[src/rtl/cpu_irq_pkg.sv]
package cpu_irq_pkg;

    localparam int PRIO_W = 8;
    localparam int ID_W   = 10;
    localparam int BP_W   = 3;

    localparam logic [ID_W-1:0]   SPURIOUS_ID = 10'd1023;
    localparam logic [PRIO_W-1:0] IDLE_PRIO   = 8'hFF;
    localparam logic [BP_W-1:0]   BP_NO_NEST  = 3'd7;

    typedef enum logic [1:0] {
        SEL_CTRL   = 2'd0,
        SEL_THRESH = 2'd1,
        SEL_GROUP  = 2'd2,
        SEL_EOI    = 2'd3
    } wsel_e;

    typedef struct packed {
        logic [ID_W-1:0]   id;
        logic [PRIO_W-1:0] prio;
    } act_entry_t;

    // Bits that form the group priority for a grouping point of 0..6
    function automatic logic [PRIO_W-1:0] group_bits(input logic [BP_W-1:0] bp);
        logic [PRIO_W-1:0] m;
        m = '1;
        if (bp != BP_NO_NEST)
            m = m << (int'(bp) + 1);
        return m;
    endfunction

endpackage

[src/rtl/cif_cfg_regs.sv]
module cif_cfg_regs
    import cpu_irq_pkg::*;
(
    input  logic              clk,
    input  logic              rst,
    input  logic              wr_en,
    input  wsel_e             wr_sel,
    input  logic [ID_W-1:0]   wr_data,
    output logic              en_q,
    output logic [PRIO_W-1:0] thresh_q,
    output logic [BP_W-1:0]   bp_q
);

    always_ff @(posedge clk) begin
        if (rst) begin
            en_q     <= 1'b0;
            thresh_q <= '0;
            bp_q     <= '0;
        end else if (wr_en) begin
            case (wr_sel)
                SEL_CTRL:   en_q     <= wr_data[0];
                SEL_THRESH: thresh_q <= wr_data[PRIO_W-1:0];
                SEL_GROUP:  bp_q     <= wr_data[BP_W-1:0];
                default: ;
            endcase
        end
    end

endmodule

[src/rtl/cif_active_stack.sv]
module cif_active_stack
    import cpu_irq_pkg::*;
#(
    parameter int DEPTH = 4,
    localparam int CNT_W = $clog2(DEPTH + 1),
    localparam int IDX_W = (DEPTH > 1) ? $clog2(DEPTH) : 1
)(
    input  logic             clk,
    input  logic             rst,
    input  logic             push,
    input  act_entry_t       push_entry,
    input  logic             pop,
    output act_entry_t       top_entry,
    output logic             empty,
    output logic             full,
    output logic [CNT_W-1:0] count
);

    act_entry_t       slot_q [DEPTH];
    logic [IDX_W-1:0] wr_idx;
    logic [IDX_W-1:0] top_idx;

    assign empty   = (count == '0);
    assign full    = (count == CNT_W'(DEPTH));
    assign wr_idx  = IDX_W'(count);
    assign top_idx = IDX_W'(count - 1'b1);

    always_ff @(posedge clk) begin
        if (rst)
            count <= '0;
        else if (push && !full)
            count <= count + 1'b1;
        else if (pop && !empty)
            count <= count - 1'b1;
    end

    for (genvar g = 0; g < DEPTH; g++) begin : g_slot
        always_ff @(posedge clk) begin
            if (rst)
                slot_q[g] <= '{id: SPURIOUS_ID, prio: IDLE_PRIO};
            else if (push && !full && wr_idx == IDX_W'(g))
                slot_q[g] <= push_entry;
        end
    end

    always_comb begin
        if (empty)
            top_entry = '{id: SPURIOUS_ID, prio: IDLE_PRIO};
        else
            top_entry = slot_q[top_idx];
    end

endmodule

[src/rtl/cif_decide.sv]
module cif_decide
    import cpu_irq_pkg::*;
(
    input  logic              cand_valid,
    input  logic [PRIO_W-1:0] cand_prio,
    input  logic              en,
    input  logic [PRIO_W-1:0] thresh,
    input  logic [BP_W-1:0]   bp,
    input  logic              stk_empty,
    input  logic              stk_full,
    input  logic [PRIO_W-1:0] run_prio,
    output logic              signal
);

    logic [PRIO_W-1:0] gmask;
    logic              below_thresh;
    logic              may_preempt;

    assign gmask        = group_bits(bp);
    assign below_thresh = cand_prio < thresh;

    always_comb begin
        if (stk_empty)
            may_preempt = 1'b1;
        else if (stk_full || bp == BP_NO_NEST)
            may_preempt = 1'b0;
        else
            may_preempt = (cand_prio & gmask) < (run_prio & gmask);
    end

    assign signal = en && cand_valid && below_thresh && may_preempt;

endmodule

[src/rtl/cpu_irq_iface.sv]
module cpu_irq_iface
    import cpu_irq_pkg::*;
#(
    parameter int DEPTH = 4,
    localparam int CNT_W = $clog2(DEPTH + 1)
)(
    input  logic              clk,
    input  logic              rst,
    input  logic              cand_valid,
    input  logic [ID_W-1:0]   cand_id,
    input  logic [PRIO_W-1:0] cand_prio,
    input  logic              wr_en,
    input  logic [1:0]        wr_sel,
    input  logic [ID_W-1:0]   wr_data,
    input  logic              ack_req,
    output logic              irq,
    output logic [ID_W-1:0]   ack_id,
    output logic              ack_take,
    output logic              eoi_done,
    output logic [ID_W-1:0]   eoi_id,
    output logic [PRIO_W-1:0] run_prio
);

    wsel_e             sel;
    logic              en_q;
    logic [PRIO_W-1:0] thresh_q;
    logic [BP_W-1:0]   bp_q;
    act_entry_t        top_entry;
    act_entry_t        new_entry;
    logic              stk_empty;
    logic              stk_full;
    logic [CNT_W-1:0]  depth_q;
    logic              sig;

    assign sel = wsel_e'(wr_sel);

    cif_cfg_regs u_cfg (
        .clk      (clk),
        .rst      (rst),
        .wr_en    (wr_en),
        .wr_sel   (sel),
        .wr_data  (wr_data),
        .en_q     (en_q),
        .thresh_q (thresh_q),
        .bp_q     (bp_q)
    );

    cif_decide u_decide (
        .cand_valid (cand_valid),
        .cand_prio  (cand_prio),
        .en         (en_q),
        .thresh     (thresh_q),
        .bp         (bp_q),
        .stk_empty  (stk_empty),
        .stk_full   (stk_full),
        .run_prio   (top_entry.prio),
        .signal     (sig)
    );

    assign new_entry = '{id: cand_id, prio: cand_prio};
    assign ack_take  = ack_req && sig;
    assign eoi_done  = wr_en && sel == SEL_EOI && !ack_req && !stk_empty
                       && wr_data == top_entry.id;

    cif_active_stack #(.DEPTH(DEPTH)) u_stack (
        .clk        (clk),
        .rst        (rst),
        .push       (ack_take),
        .push_entry (new_entry),
        .pop        (eoi_done),
        .top_entry  (top_entry),
        .empty      (stk_empty),
        .full       (stk_full),
        .count      (depth_q)
    );

    assign irq      = sig;
    assign ack_id   = sig ? cand_id : SPURIOUS_ID;
    assign eoi_id   = top_entry.id;
    assign run_prio = top_entry.prio;

endmodule

[config.mk]
export PLATFORM = sky130hd
export DESIGN_NAME = cpu_irq_iface
export DESIGN_NICKNAME = d
export VERILOG_FILES = /design/src/rtl/cpu_irq_pkg.sv /design/src/rtl/cif_cfg_regs.sv /design/src/rtl/cif_active_stack.sv /design/src/rtl/cif_decide.sv /design/src/rtl/cpu_irq_iface.sv
export SDC_FILE = /design/constraint.sdc
export NUM_CORES = 1
export LEC_CHECK = 0
export ABC_AREA = 1
export BUFFER_PORTS_ARGS = -buffer_cell sky130_fd_sc_hd__buf_4
export CORE_MARGIN = 5
export CORE_UTILIZATION = 50
export CTS_CLUSTER_DIAMETER = 100
export DETAILED_ROUTE_END_ITERATION = 6
export GPL_TIMING_DRIVEN = 0
export PLACE_DENSITY = 0.69
export SLEW_MARGIN = 20
export SYNTH_ARGS = -nofsm -noshare
export SYNTH_HDL_FRONTEND = slang
export SYNTH_SLANG_ARGS = --single-unit
[constraint.sdc]
create_clock -name clk -period 9.8 [get_ports clk]
set_clock_uncertainty 0.15 [all_clocks]
set_input_delay 1.96 -clock clk [delete_from_list [all_inputs] [get_ports clk]]
set_output_delay 1.96 -clock clk [all_outputs]
set_load 0.02 [all_outputs]
**Word level (Yosys, flattened, before mapping)**

Memories as Yosys holds them, arrays and structs flattened.
Cells that the tools add are included.

- Bits in registers: 15
- Latch bits: 0
- Bits in writable memories: 72
- ROM bits: 0
- Bits of input ports: 35
- Output and inout port bits: 31
- Memories kept: 1

Memory list:

| memory | depth | bits a word | read ports | clocked after memory_dff | wr ports | RTL line | source |
|---|---|---|---|---|---|---|---|
| u_stack.slot_q | 4 | 18 | 1 | 0 | 4 | cif_active_stack.sv:19 | `act_entry_t slot_q [DEPTH];` |

- Add/sub/neg operators: 3
- Multiply operators: 0
- Div/mod/pow operators: 0
- Magnitude comparators: 2
- Eq/ne operators: 10
- Shifts and indexed selects: 1
- Multiplexer cells: 25
- Bitwise logic cells: 6
- Reductions and logical operators: 25

Operator list:

| kind | count |
|---|---|
| 18-bit two-way mux | 5 |
| 8-bit by 32-bit left shift with 8-bit output (first input constant) | 1 |
| 8-bit AND | 2 |
| 8-bit less-than comparator | 2 |
| 1-bit two-way mux | 16 |
| 1-bit logical AND | 14 |
| 10-bit == test | 1 |
| 10-bit two-way mux | 1 |
| 2-bit == test (second input constant) | 4 |
| 8-bit two-way mux | 1 |
| 3-bit == test (second input constant) | 2 |
| 3-bit two-way mux | 2 |
| 2-bit AND reduction | 3 |
| 3-bit by 1-bit adder with 4-bit output (second input constant) | 1 |
| 2-bit by 1-bit == test with 1-bit output (second input constant) | 2 |
| 2-bit logical NOT | 2 |
| 1-bit bitwise OR | 4 |
| 3-bit by 1-bit adder with 3-bit output (second input constant) | 1 |
| 1-bit logical NOT | 3 |
| 3-bit logical NOT | 1 |
| 3-bit != test (second input constant) | 1 |
| 3-bit by 1-bit subtractor with 3-bit output (second input constant) | 1 |
| 2-bit nonzero test | 1 |
| 1-bit logical OR | 1 |

**Logic depth before layout (Yosys ltp)**

Gate-level depths: netlist of the first run.

- Depth in word-level cells: 15
- Gate-level depth with buffers: 25

**By module**

From an unflattened synthesis of the first run, not the netlist that was laid out.

- Cell total of the unflattened synthesis: 613
- Area, all modules: 4936.0 um2

By module, submodules not included:

| module | times used | cells an instance | area each (um2) | seq. area each (um2) |
|---|---|---|---|---|
| cif_active_stack | 1 | 361 | 3523.4 | 2222.1 |
| cif_decide | 1 | 95 | 571.8 | 0.0 |
| cif_cfg_regs | 1 | 80 | 529.3 | 240.2 |
| cpu_irq_iface | 1 | 77 | 311.5 | 0.0 |

**Worst setup path before layout of the first run**

Ideal clock, no wire load.

- Kind: flip-flop to output port
- From: reg u_stack.count[0]
- To: out ack_id[0]
- Arrival: 4410 ps
- Data required time: 7690 ps
- Path slack: 3280 ps
- Stages on the path, launching flop included: 20
- Buffers on the path: 6
- Cells stage by stage: dfxtp_1 -> inv_1 -> buf_6 -> buf_2 -> buf_1 -> ha_1 -> buf_2 -> buf_2 -> o311ai_0 -> o21ai_0 -> ha_1 -> nand2_1 -> nand2_1 -> nor4_1 -> nand2_1 -> nand2_2 -> nand2_1 -> inv_1 -> clkbuf_1 -> nand2_1

- Word-level cells in the longest chain between the ends: 9
- Elaborated cells between the ends (all ways): 12

Ends and longest elaborated chain:

| item | RTL line | source |
|---|---|---|
| start, declared | cif_active_stack.sv:16 | `output logic [CNT_W-1:0] count` |
| start signal, assigned | cif_active_stack.sv:32 | `count <= count + 1'b1;` |
| start signal, assigned | cif_active_stack.sv:34 | `count <= count - 1'b1;` |
| 3-bit by 1-bit subtractor with 3-bit output | cif_active_stack.sv:26 | `assign top_idx = IDX_W'(count - 1'b1);` |
| memory 4 x 18 bit | - |  |
| 18-bit two-way mux * | cif_active_stack.sv:47 | `if (empty)` |
| via run_prio[7] | cpu_irq_iface.sv:21 | `output logic [PRIO_W-1:0] run_prio` |
| 8-bit AND * | cif_decide.sv:28 | `may_preempt = (cand_prio & gmask) < (run_prio & gmask);` |
| 8-bit less-than comparator * | cif_decide.sv:28 |  |
| 1-bit two-way mux * | cif_decide.sv:25 | `else if (stk_full \|\| bp == BP_NO_NEST)` |
| 1-bit two-way mux * | cif_decide.sv:23 | `if (stk_empty)` |
| 1-bit logical AND * | cif_decide.sv:31 | `assign signal = en && cand_valid && below_thresh && may_preempt;` |
| via irq | cpu_irq_iface.sv:16 | `output logic irq,` |
| 10-bit two-way mux * | cpu_irq_iface.sv:78 | `assign ack_id = sig ? cand_id : SPURIOUS_ID;` |
| end, declared | cpu_irq_iface.sv:17 | `output logic [ID_W-1:0] ack_id,` |

The timed path passes the listed nets; every way through them passes the cells marked *.

**Final worst setup path of the first run**

- From: reg u_stack.count[0]
- To: out ack_id[4]

- Word-level cells in the longest chain between the ends: 9
- Elaborated cells between the ends (all ways): 12

Ends and longest elaborated chain:

| item | RTL line |
|---|---|
| 3-bit by 1-bit subtractor with 3-bit output | cif_active_stack.sv:26 |
| memory 4 x 18 bit | - |
| 18-bit two-way mux | cif_active_stack.sv:47 |
| 8-bit AND | cif_decide.sv:28 |
| 8-bit less-than comparator | cif_decide.sv:28 |
| 1-bit two-way mux | cif_decide.sv:25 |
| 1-bit two-way mux * | cif_decide.sv:23 |
| 1-bit logical AND * | cif_decide.sv:31 |
| 10-bit two-way mux * | cpu_irq_iface.sv:78 |

Mark *: on every way between the ends. The rest lies on a longest branch, timed or not.

==> flow_summary_export.csv, run 1 <==
group,metric,value,unit
die,initial_core_util,0.510,
global_route,grt_usage,0.219,
routing,viasPerCell,5.31,
setup_path,crit_path_start_kind,"flip-flop",
setup_path,cp.required,7.69,ns
setup_path,cp_common_cell,"nand2_1",
clocking,cts_root_buf,"clkbuf_8",
cells_and_area,nets,664,
timing,slew_violations,0,
timing,setup_viol,0,
cells_and_area,drive_above_1_share,0.186,
clocking,cts_resized,0,
clocking,postCtsSetupRepairBufs,0,
cells_and_area,syn2layout_area_growth,17.5,%
clocking,clk_latency,0.36,ns
setup_path,critPathMaxStageDelay,0.74,ns
status,run_status,"completed",
yosys,synthArstFlopShare,0,
routing,drc_errors,0,
yosys,synth_warnings,0,
min_path,hold_end,"u_cfg.thresh_q[4]",
die,die_w,107,um
timing,clock.fmax,135,MHz
die,rows,35,
yosys,syn_area,0.00469,mm^2
timing,fin_crit_sh,0.756,
place,place.gp.congestion,0.846,
yosys,synth-compound-area-share,0.0968,
global_route,grt_max_degree,19,
yosys,synth_edf_count,72,
yosys,synth_simple_gate_area_frac,0.233,
setup_path,regToRegSetupSlack,4.16,ns
yosys,ys.flop_type,"edfxtp_1",
clocking,cts_buffer_depth,2,
global_route,overflow,0,
place,port_buffers,64,
cells_and_area,instances_no_fill,723,
yosys,synthXorXnorAreaFrac,0.0112,
setup_path,path_class,"flip-flop to output port",
routing,drtIter0Drc,189,
min_path,hold_path_class,"flip-flop to flip-flop",
setup_path,rr_endpoint,"u_stack.slot_q[1][17]",
min_path,holdPathStages,2,
global_route,grt_pass1_wl,19000,um
setup_path,regToRegStartpoint,"u_stack.count[0]",
setup_path,reg2reg_depth,19,
global_route,grt_pass1_vias,3673,
power,powerDensity,133,mW/mm^2
die,core,0.00920,mm^2
place,place_inst,707,
power,leakagePower,2.11,nW
run,cap_viol_max_count,0,
routing,via_count,3840,
setup_path,end_kind,"output port",
cells_and_area,diodes,0,
clocking,cts_hold_buf,0,
timing,tns,0,ns
timing,slew_headroom,0.366,
clocking,cts_tree,"done",
yosys,synth_top_family_by_area,"simple AND/OR/NAND/NOR gates",
yosys,yosys-mux-area-fraction,0,
yosys,syn_avg_cell_area,8.82,um^2
yosys,ys_types,35,
die,dieArea,0.0114,mm^2
routing,drt_first_pass_iters,5,
die,die_y,107,um
setup_path,cp_cell_sequence,"inv_1, buf_6, buf_2, buf_1, ha_1, buf_2, buf_2, o311ai_0, o21ai_0, ha_1, nand2_1, nand2_1, nor4_1, nand2_1, nand2_2, nand2_1, inv_1, clkbuf_1, nand2_1, buf_4",
yosys,ys_ff_latch,87,
cells_and_area,nFillCells,807,
yosys,synth_adder_area_share,0.0587,
min_path,hold_start,"u_cfg.thresh_q[4]",
setup_path,critPathSlowestCell,"o311ai_0",
yosys,syn_inst,532,
timing,hold_viol_final,0,
die,ios,66,
yosys,ys_seq_area_frac,0.525,
power,ir_drop,0.0727,mV
setup_path,timing.critical_path.buf_inv,9,
setup_path,crit_path_max_fanout,12,
clocking,cts.clk_slew.worst_paths,0.10,ns
global_route,antenna_found_initial,0,
place,dpl.hpwl,8820,um
clocking,numCtsBuffers,9,
routing,antenna_left,0,
clocking,clock-sinks,87,
setup_path,cp_top_family,"buffers and inverters",
timing,tightestPinTransition,0.948,ns
routing,wl_per_cell,17.1,um
yosys,synth_nets,589,
setup_path,critPathArrivalTime,5.30,ns
timing,rsz0062_at_grt,"false",
routing,routed_wl,12400,um
clocking,htree_levels,3,
timing,fin_crit,7.41,ns
[placed cells by master, fill, tap and decap left out, types with 7 or more instances in the layout]
master / instances
nand2_1: 176
edfxtp_1: 72
buf_4: 66
inv_1: 53
nor2_1: 52
o21ai_0: 31
a21oi_1: 29
ha_1: 22
dfxtp_1: 15
nand3_1: 10
clkbuf_8: 9
clkbuf_1: 7
o311ai_0: 7
o211ai_1: 7
[Yosys cell counts, drive strengths merged, types with 5 or more instances]
cell type / n / area, um^2
nor3: 5 / 30.0
edfxtp: 72 / 2160
o21ai: 31 / 155
nor2: 58 / 258
a21oi: 29 / 145
o311ai: 7 / 61.3
nand2: 182 / 698
clkbuf: 6 / 22.5
nand3: 12 / 77.6
ha: 22 / 275
xor2: 5 / 43.8
o211ai: 8 / 65.1
buf: 14 / 111
dfxtp: 15 / 300
inv: 57 / 219
[through the flow]
stage          setup slack [ns]  total power [mW]  instance area [um^2]  utilization  hold slack (ns)
2_1_floorplan              3.28             0.449                  4690            -            0.283
3_3_place_gp               2.82             0.475                  5310        0.578            0.308
3_5_place_dp               2.80             0.477                  5310        0.578            0.310
4_1_cts                    2.37             0.733                  5510        0.600            0.324
5_1_grt                    2.06             0.755                  5510        0.600            0.347
6_report                   2.39             0.733                  5510        0.600            0.319
[layer usage]
| metal | part of all wire | up-vias | GRT usage |
|---|---|---|---|
| met4 | 0.017 | 0 | 0.0667 |
| met5 | 0 | - | 0 |
| li1 | - | 1909 | - |
| met3 | 0.054 | 19 | 0.0391 |
| met1 | 0.44 | 1784 | 0.287 |
| met2 | 0.49 | 128 | 0.371 |
[worst max path at each step]
stage	start	end	depth (start not counted)
global route	u_stack.count[0]	ack_id[6]	20
floorplan	u_stack.count[0]	ack_id[0]	19
global placement	u_stack.count[0]	ack_id[4]	20
CTS	u_stack.count[0]	ack_id[5]	20
detailed placement	u_stack.count[0]	ack_id[6]	20
finish	u_stack.count[0]	ack_id[4]	20
[registers in the layout, indices dropped and copies added, names as in the netlist]
signal / cells
u_cfg.bp_q: 3
u_cfg.en_q: 1
u_stack.slot_q: 72
u_stack.count: 3
u_cfg.thresh_q: 8
[cell families after synthesis]
logic type               count (synthesis)
AO/OA/AOI/OAI                           78
XOR/XNOR                                 6
adder cells (fa/ha/maj)                 22
buffers and inverters                   77
flip-flops                              87
AND/OR/NAND/NOR                        262
[cell type report]
class | instances | area, um^2 | area share
clock buffer | 10 | 128 | 0.0231
tap | 111 | 139 | 0.0252
multi-input combinational | 368 | 1880 | 0.340
inverter | 57 | 219 | 0.0397
buffer | 20 | 134 | 0.0243
timing repair buffer | 64 | 480 | 0.0871
clock inverter | 6 | 75.1 | 0.0136
sequential | 87 | 2460 | 0.447
[worst register-to-register path, delay by kind of cell (launching register included)]
family / cells / cell delay (ns)
AO/OA/AOI/OAI: 2 / 1.00
buffers and inverters: 7 / 1.59
AND/OR/NAND/NOR: 8 / 1.45
flip-flops: 1 / 0.37
adder cells (fa/ha/maj): 2 / 0.72
[power breakdown]
| group | internal, mW | switching, mW |
|---|---|---|
| clock | 0.123 | 0.142 |
| sequential | 0.401 | 0.00180 |
| combinational | 0.0227 | 0.0427 |
Power figures use the tool's default switching activity.
==> run 2: changes to the inputs <==
--- a/config.mk
+++ b/config.mk
@@ -5,7 +5,7 @@
 export SDC_FILE = /design/constraint.sdc
 export NUM_CORES = 1
 export LEC_CHECK = 0
-export ABC_AREA = 1
+export ABC_AREA = 0
 export BUFFER_PORTS_ARGS = -buffer_cell sky130_fd_sc_hd__buf_4
 export CORE_MARGIN = 5
 export CORE_UTILIZATION = 50
==> constraint.sdc (replaced) <==
create_clock -name clk -period 7.7 [get_ports clk]
set_clock_uncertainty 0.15 [all_clocks]
set_input_delay 1.54 -clock clk [delete_from_list [all_inputs] [get_ports clk]]
set_output_delay 1.54 -clock clk [all_outputs]
set_load 0.02 [all_outputs]
==> flow_summary_export.csv, run 2 <==
group,metric,value,unit
clocking,clk_latency,0.36,ns
cells_and_area,layout_common_cells,"edfxtp_1, buf_4, or2_2, nand2b_1, nand3b_1",
die,die_y,108,um
clocking,cts_buffer_depth,2,
yosys,ys_ff_latch,87,
power,powerDensity,155,mW/mm^2
clocking,cts.clk_slew.worst_paths,0.09,ns
routing,viasPerCell,5.52,
routing,route.met2.wl,5930,um
timing,slew_headroom,0.369,
global_route,grt_pass1_wl,18300,um
cells_and_area,nets,526,
setup_path,path_class,"flip-flop to output port",
setup_path,cp_common_cell,"clkbuf_1",
routing,via_count,3344,
min_path,hold_path_class,"flip-flop to flip-flop",
setup_path,cp.required,6.01,ns
timing,slew_violations,0,
timing,clock.fmax,140,MHz
yosys,synth_common_cells,"edfxtp_1, or2_2, nand2b_1, nand3b_1, ha_1",
place,port_buffers,64,
clocking,cts_tree,"done",
routing,drtIter0Drc,222,
timing,hold_viol_final,0,
place,place.gp.congestion,0.808,
clocking,postCtsSetupRepairBufs,0,
die,core,0.00959,mm^2
timing,tns,0,ns
global_route,grt_max_degree,20,
power,ir_drop,0.0781,mV
cells_and_area,diodes,0,
routing,wl_met1,5080,um
yosys,ys.flop_type,"edfxtp_1",
power,leakagePower,1.74,nW
power,p_seq_frac,0.583,
yosys,synth_top_cell_by_area,"edfxtp_1",
min_path,hold_start,"u_cfg.thresh_q[7]",
timing,fin_crit,7.15,ns
routing,wl_per_cell,19.4,um
clocking,cts_root_buf,"clkbuf_8",
die,die_w,108,um
routing,top_layer,"met4",
routing,drc_errors,0,
global_route,grt_usage,0.209,
setup_path,crit_path_start_kind,"flip-flop",
setup_path,critPathArrivalTime,5.46,ns
power,pwr-share-clk,0.338,
setup_path,cp_cell_sequence,"buf_6, inv_1, ha_1, clkbuf_1, clkbuf_1, mux4_2, or2_2, o21ai_0, ha_1, a2111oi_0, nand2_1, o221ai_1, o21a_1, nand2_1, clkbuf_1, or2_2, buf_4",
die,ios,66,
yosys,syn_area,0.00484,mm^2
setup_path,regToRegStartpoint,"u_stack.count[0]",
power,power,0.876,mW
routing,antenna_left,0,
cells_and_area,syn2layout_area_growth,17.1,%
yosys,synth_edf_count,72,
routing,routed_wl,11800,um
yosys,syn_avg_cell_area,12.3,um^2
min_path,hold_end,"u_cfg.thresh_q[7]",
yosys,synth_warnings,0,
place,dpl.hpwl,8520,um
setup_path,timing.critical_path.buf_inv,6,
power,swShare,0.245,
power,pwr-share-comb,0.079,
die,rows,36,
timing,rsz0062_at_grt,"false",
die,dieArea,0.0117,mm^2
yosys,synth_nets,452,
setup_path,rr_endpoint,"u_stack.slot_q[3][15]",
setup_path,cp_top_family,"buffers and inverters",
routing,wl_met3,592,um
setup_path,crit_path_max_fanout,19,
clocking,cts_hold_buf,0,
yosys,ys_types,51,
setup_path,end_kind,"output port",
setup_path,critPathMaxStageDelay,0.52,ns
clocking,htree_levels,3,
clocking,cts_resized,0,
yosys,ys_top_cells_by_area,"edfxtp_1, dfxtp_1, ha_1, mux4_2, or2_2",
global_route,grt_pass1_vias,3422,
timing,fin_crit_sh,0.928,
die,initial_core_util,0.505,
cells_and_area,largest_register_ffs,72,
cells_and_area,final_common_cell,"edfxtp_1",
setup_path,reg2reg_depth,17,
setup_path,critPathSlowestCell,"clkbuf_1",
yosys,synthArstFlopShare,0,
cells_and_area,reg_top3,"u_stack.slot_q x72, u_cfg.thresh_q x8",
global_route,overflow,0,
yosys,synth_top_area_frac,0.447,
yosys,yosysMostFrequentCell,"edfxtp_1",
global_route,antenna_found_initial,0,
timing,setup_viol,0,
yosys,ys_seq_area_frac,0.509,
cells_and_area,drive_above_1_share,0.296,
yosys,syn_inst,395,
routing,drt_first_pass_iters,5,
power,p_int,0.661,mW
clocking,clock-sinks,87,
timing,tightestPinTransition,0.944,ns
setup_path,regToRegSetupSlack,1.65,ns
cells_and_area,top_register,"u_stack.slot_q",
clocking,numCtsBuffers,9,
run,cap_viol_max_count,0,
status,run_status,"completed",
min_path,holdPathStages,2,
power,netSwitchingPower,0.215,mW
-- run 2: final cells by class --
type / count / area [um^2]
clock buffers: 9 / 124
well taps: 133 / 166
multi-input cells: 275 / 2250
fillers: 817 / 3930
flip-flops and latches: 87 / 2460
inverters: 14 / 52.6
clock inverters: 6 / 53.8
plain buffers: 18 / 76.3
repair buffers: 64 / 480
-- run 2: per-stage QoR --
step           std cells   util  setup WS [ns]  instance area (um^2)  hold slack [ns]
2_1_floorplan        395      -           1.45                  4840            0.311
3_3_place_gp         592  0.572          0.314                  5490            0.331
3_5_place_dp         592  0.573          0.254                  5490            0.340
4_1_cts              606  0.591          0.472                  5670            0.362
5_1_grt              606  0.591          0.122                  5670            0.387
6_report             606  0.591          0.553                  5670            0.361
-- run 2: cells by family (layout without fill, tap and decap cells) --
family / count (synthesis) / after routing / synth area share
AOI/OAI and AO/OA: 46 / 46 / 0.0675
adders and majority gates: 22 / 22 / 0.0569
muxes: 32 / 32 / 0.118
and+or+nand+nor: 168 / 168 / 0.209
DFF: 87 / 87 / 0.509
xor gates and xnor gates: 7 / 7 / 0.0127
buffers and inverters: 33 / 111 / 0.0274
-- run 2: how the worst max path moves through the flow --
stage | from | slack, ns | cells after the start | end
after floorplan | u_stack.count[0] | 1.45 | 17 | ack_id[0]
after global placement | u_stack.count[0] | 0.31 | 18 | ack_id[5]
after detailed placement | u_stack.count[0] | 0.25 | 18 | ack_id[6]
after CTS | u_stack.count[0] | 0.47 | 17 | ack_id[6]
after global routing | u_stack.count[0] | 0.12 | 17 | ack_id[2]
final | u_stack.count[0] | 0.55 | 17 | ack_id[6]
-- run 2: power groups by stage --
| stage | registers, mW | clock network (mW) | logic [mW] |
|---|---|---|---|
| after floorplan | 0.521 | 0 | 0.0366 |
| after global placement | 0.522 | 0 | 0.0680 |
| after detailed placement | 0.522 | 0 | 0.0699 |
| after CTS | 0.511 | 0.300 | 0.0701 |
| after global routing | 0.511 | 0.320 | 0.0762 |
| final | 0.511 | 0.296 | 0.0692 |
-- run 2: metal layers --
layer,GRT usage,up-vias
li1,-,1590
met1,0.282,1653
met2,0.357,91
met3,0.0310,10
met4,0.0532,0
met5,0,-
-- run 2: worst register-to-register path: stages (launching register included) --
cell       delay [ns]
dfxtp_1          0.46
buf_6            0.30
inv_1            0.13
ha_1             0.34
clkbuf_1         0.49
clkbuf_1         0.52
mux4_2           0.41
or2_2            0.31
o21ai_0          0.09
ha_1             0.27
a2111oi_0        0.40
nand2_1          0.09
o221ai_1         0.22
o21ai_1          0.19
nor3_2           0.48
nand2_1          0.27
clkbuf_1         0.33
or2_2            0.35
==> run 3: changes to the inputs <==
==> constraint.sdc (replaced) <==
create_clock -name clk -period 7.7 [get_ports clk]
set_clock_uncertainty 0.15 [all_clocks]
set_input_delay 0 -clock clk [delete_from_list [all_inputs] [get_ports clk]]
set_output_delay 0 -clock clk [all_outputs]
set_load 0.02 [all_outputs]
==> flow_summary_export.csv, run 3 (synthesis results as in run 2) <==
group,metric,value,unit
status,run_status,"completed",
routing,wl_per_cell,18.8,um
clocking,cts_root_buf,"clkbuf_8",
clocking,clock-sinks,87,
die,core,0.00959,mm^2
die,initial_core_util,0.505,
run,cap_viol_max_count,0,
timing,clock.fmax,150,MHz
routing,viasPerCell,5.48,
timing,tns,0,ns
timing,rsz0062_at_grt,"false",
clocking,cts.clk_slew.worst_paths,0.09,ns
power,ir_drop,0.0793,mV
setup_path,crit_path_start_kind,"flip-flop",
cells_and_area,nets,558,
power,powerDensity,149,mW/mm^2
global_route,grt_pass1_wl,18800,um
die,ios,66,
cells_and_area,syn2layout_area_growth,23.5,%
routing,drc_errors,0,
place,dpl.hpwl,8520,um
global_route,grt_pass1_vias,3577,
setup_path,cp.required,7.65,ns
cells_and_area,fin_util,0.623,
clocking,numCtsBuffers,9,
cells_and_area,final_cell_area,0.00598,mm^2
die,die_w,108,um
setup_path,end_kind,"flip-flop",
setup_path,crit_path_max_fanout,10,
timing,fin_crit,6.66,ns
clocking,cts_buffer_depth,2,
cells_and_area,drive_above_1_share,0.277,
timing,slew_violations,0,
global_route,overflow,0,
routing,antenna_left,0,
routing,drt_first_pass_iters,5,
global_route,antenna_found_initial,0,
timing,hold_viol_final,0,
clocking,postCtsSetupRepairBufs,0,
timing,slew_headroom,0.369,
cells_and_area,largest_register_ffs,72,
cells_and_area,top_register,"u_stack.slot_q",
routing,via_count,3494,
clocking,cts_tree,"done",
power,leakagePower,1.88,nW
setup_path,critPathArrivalTime,6.62,ns
global_route,grt_max_degree,19,
setup_path,path_class,"flip-flop to flip-flop",
timing,tightestPinTransition,0.945,ns
cells_and_area,diodes,0,
min_path,hold_path_class,"primary input to flip-flop",
die,rows,36,
timing,fin_crit_sh,0.865,
place,placed_area,0.00549,mm^2
clocking,cts_resized,0,
clocking,htree_levels,3,
die,die_y,108,um
die,dieArea,0.0117,mm^2
timing,setup_viol,0,
clocking,clk_latency,0.36,ns
routing,routed_wl,12000,um
global_route,grt_usage,0.214,
clocking,cts_hold_buf,31,
cells_and_area,nFillCells,778,
setup_path,regToRegSetupSlack,1.04,ns
place,place.gp.congestion,0.808,
cells_and_area,layout_common_cells,"edfxtp_1, buf_4, or2_2, nand2b_1, dlygate4sd3_1",
routing,drtIter0Drc,245,
place,port_buffers,64,
cells_and_area,final_common_cell,"edfxtp_1",
cells_and_area,reg_top3,"u_stack.slot_q x72, u_cfg.thresh_q x8",
[run 3: cell count changes in the layout (fill, tap and decap cells not counted)]
cell	previous run	this run
dlygate4sd3_1	0	31
buf_1	0	1
[run 3: report_power, final]
group,switching (mW),internal (mW)
clock network,0.177,0.121
logic,0.0404,0.0411
registers,0.00176,0.509
[run 3: cell type report]
cell class	instances	area, um^2	share of cell area
well taps	133	166	0.0278
multi-input cells	275	2250	0.376
plain buffers	19	80.1	0.0134
repair buffers	95	791	0.132
inverters	14	52.6	0.00879
clock buffers	9	124	0.0207
flip-flops and latches	87	2460	0.412
clock inverters	6	53.8	0.00900
[run 3: routing by layer]
metal / share of wire / vias up / global-route usage
met2: 0.50 / 104 / 0.367
li1: - / 1658 / -
met3: 0.048 / 10 / 0.0299
met1: 0.44 / 1722 / 0.288
met5: 0 / - / 0
met4: 0.015 / 0 / 0.0532
[run 3: critical path, cell delays in order (launching register included)]
cell and delay, ns:
dfxtp_1 0.46, buf_6 0.22, buf_1 0.60, inv_1 0.20, ha_1 0.38, clkbuf_1 0.50, clkbuf_1 0.52, mux4_2 0.42
or2_2 0.31, o21ai_0 0.09, ha_1 0.27, a2111oi_0 0.39, nand2_1 0.09, o221ai_1 0.21, o21ai_1 0.19, nor3_2 0.46
nand2_1 0.26, clkbuf_1 0.33, or2_2 0.35
[run 3: final timing paths]
check,depth (start not counted),startpoint,to
worst max-delay path,18,u_stack.count[0],u_stack.slot_q[3][11]
worst min-delay path,4,wr_en,u_cfg.bp_q[2]
worst max register to register,18,u_stack.count[0],u_stack.slot_q[3][11]
worst min register to register,2,u_cfg.thresh_q[7],u_cfg.thresh_q[7]
[run 3: stage by stage]
step / power [mW] / instances / setup slack (ns) / hold WS (ns)
final: 0.891 / 638 / 1.04 / 0.0133
after global routing: 0.921 / 638 / 0.472 / 0.0343
after CTS: 0.893 / 638 / 0.920 / 0.0161
after detailed placement: 0.592 / 592 / 0.972 / 0.116
after global placement: 0.590 / 592 / 0.993 / 0.110
after floorplan: 0.558 / 395 / 2.24 / -0.00797
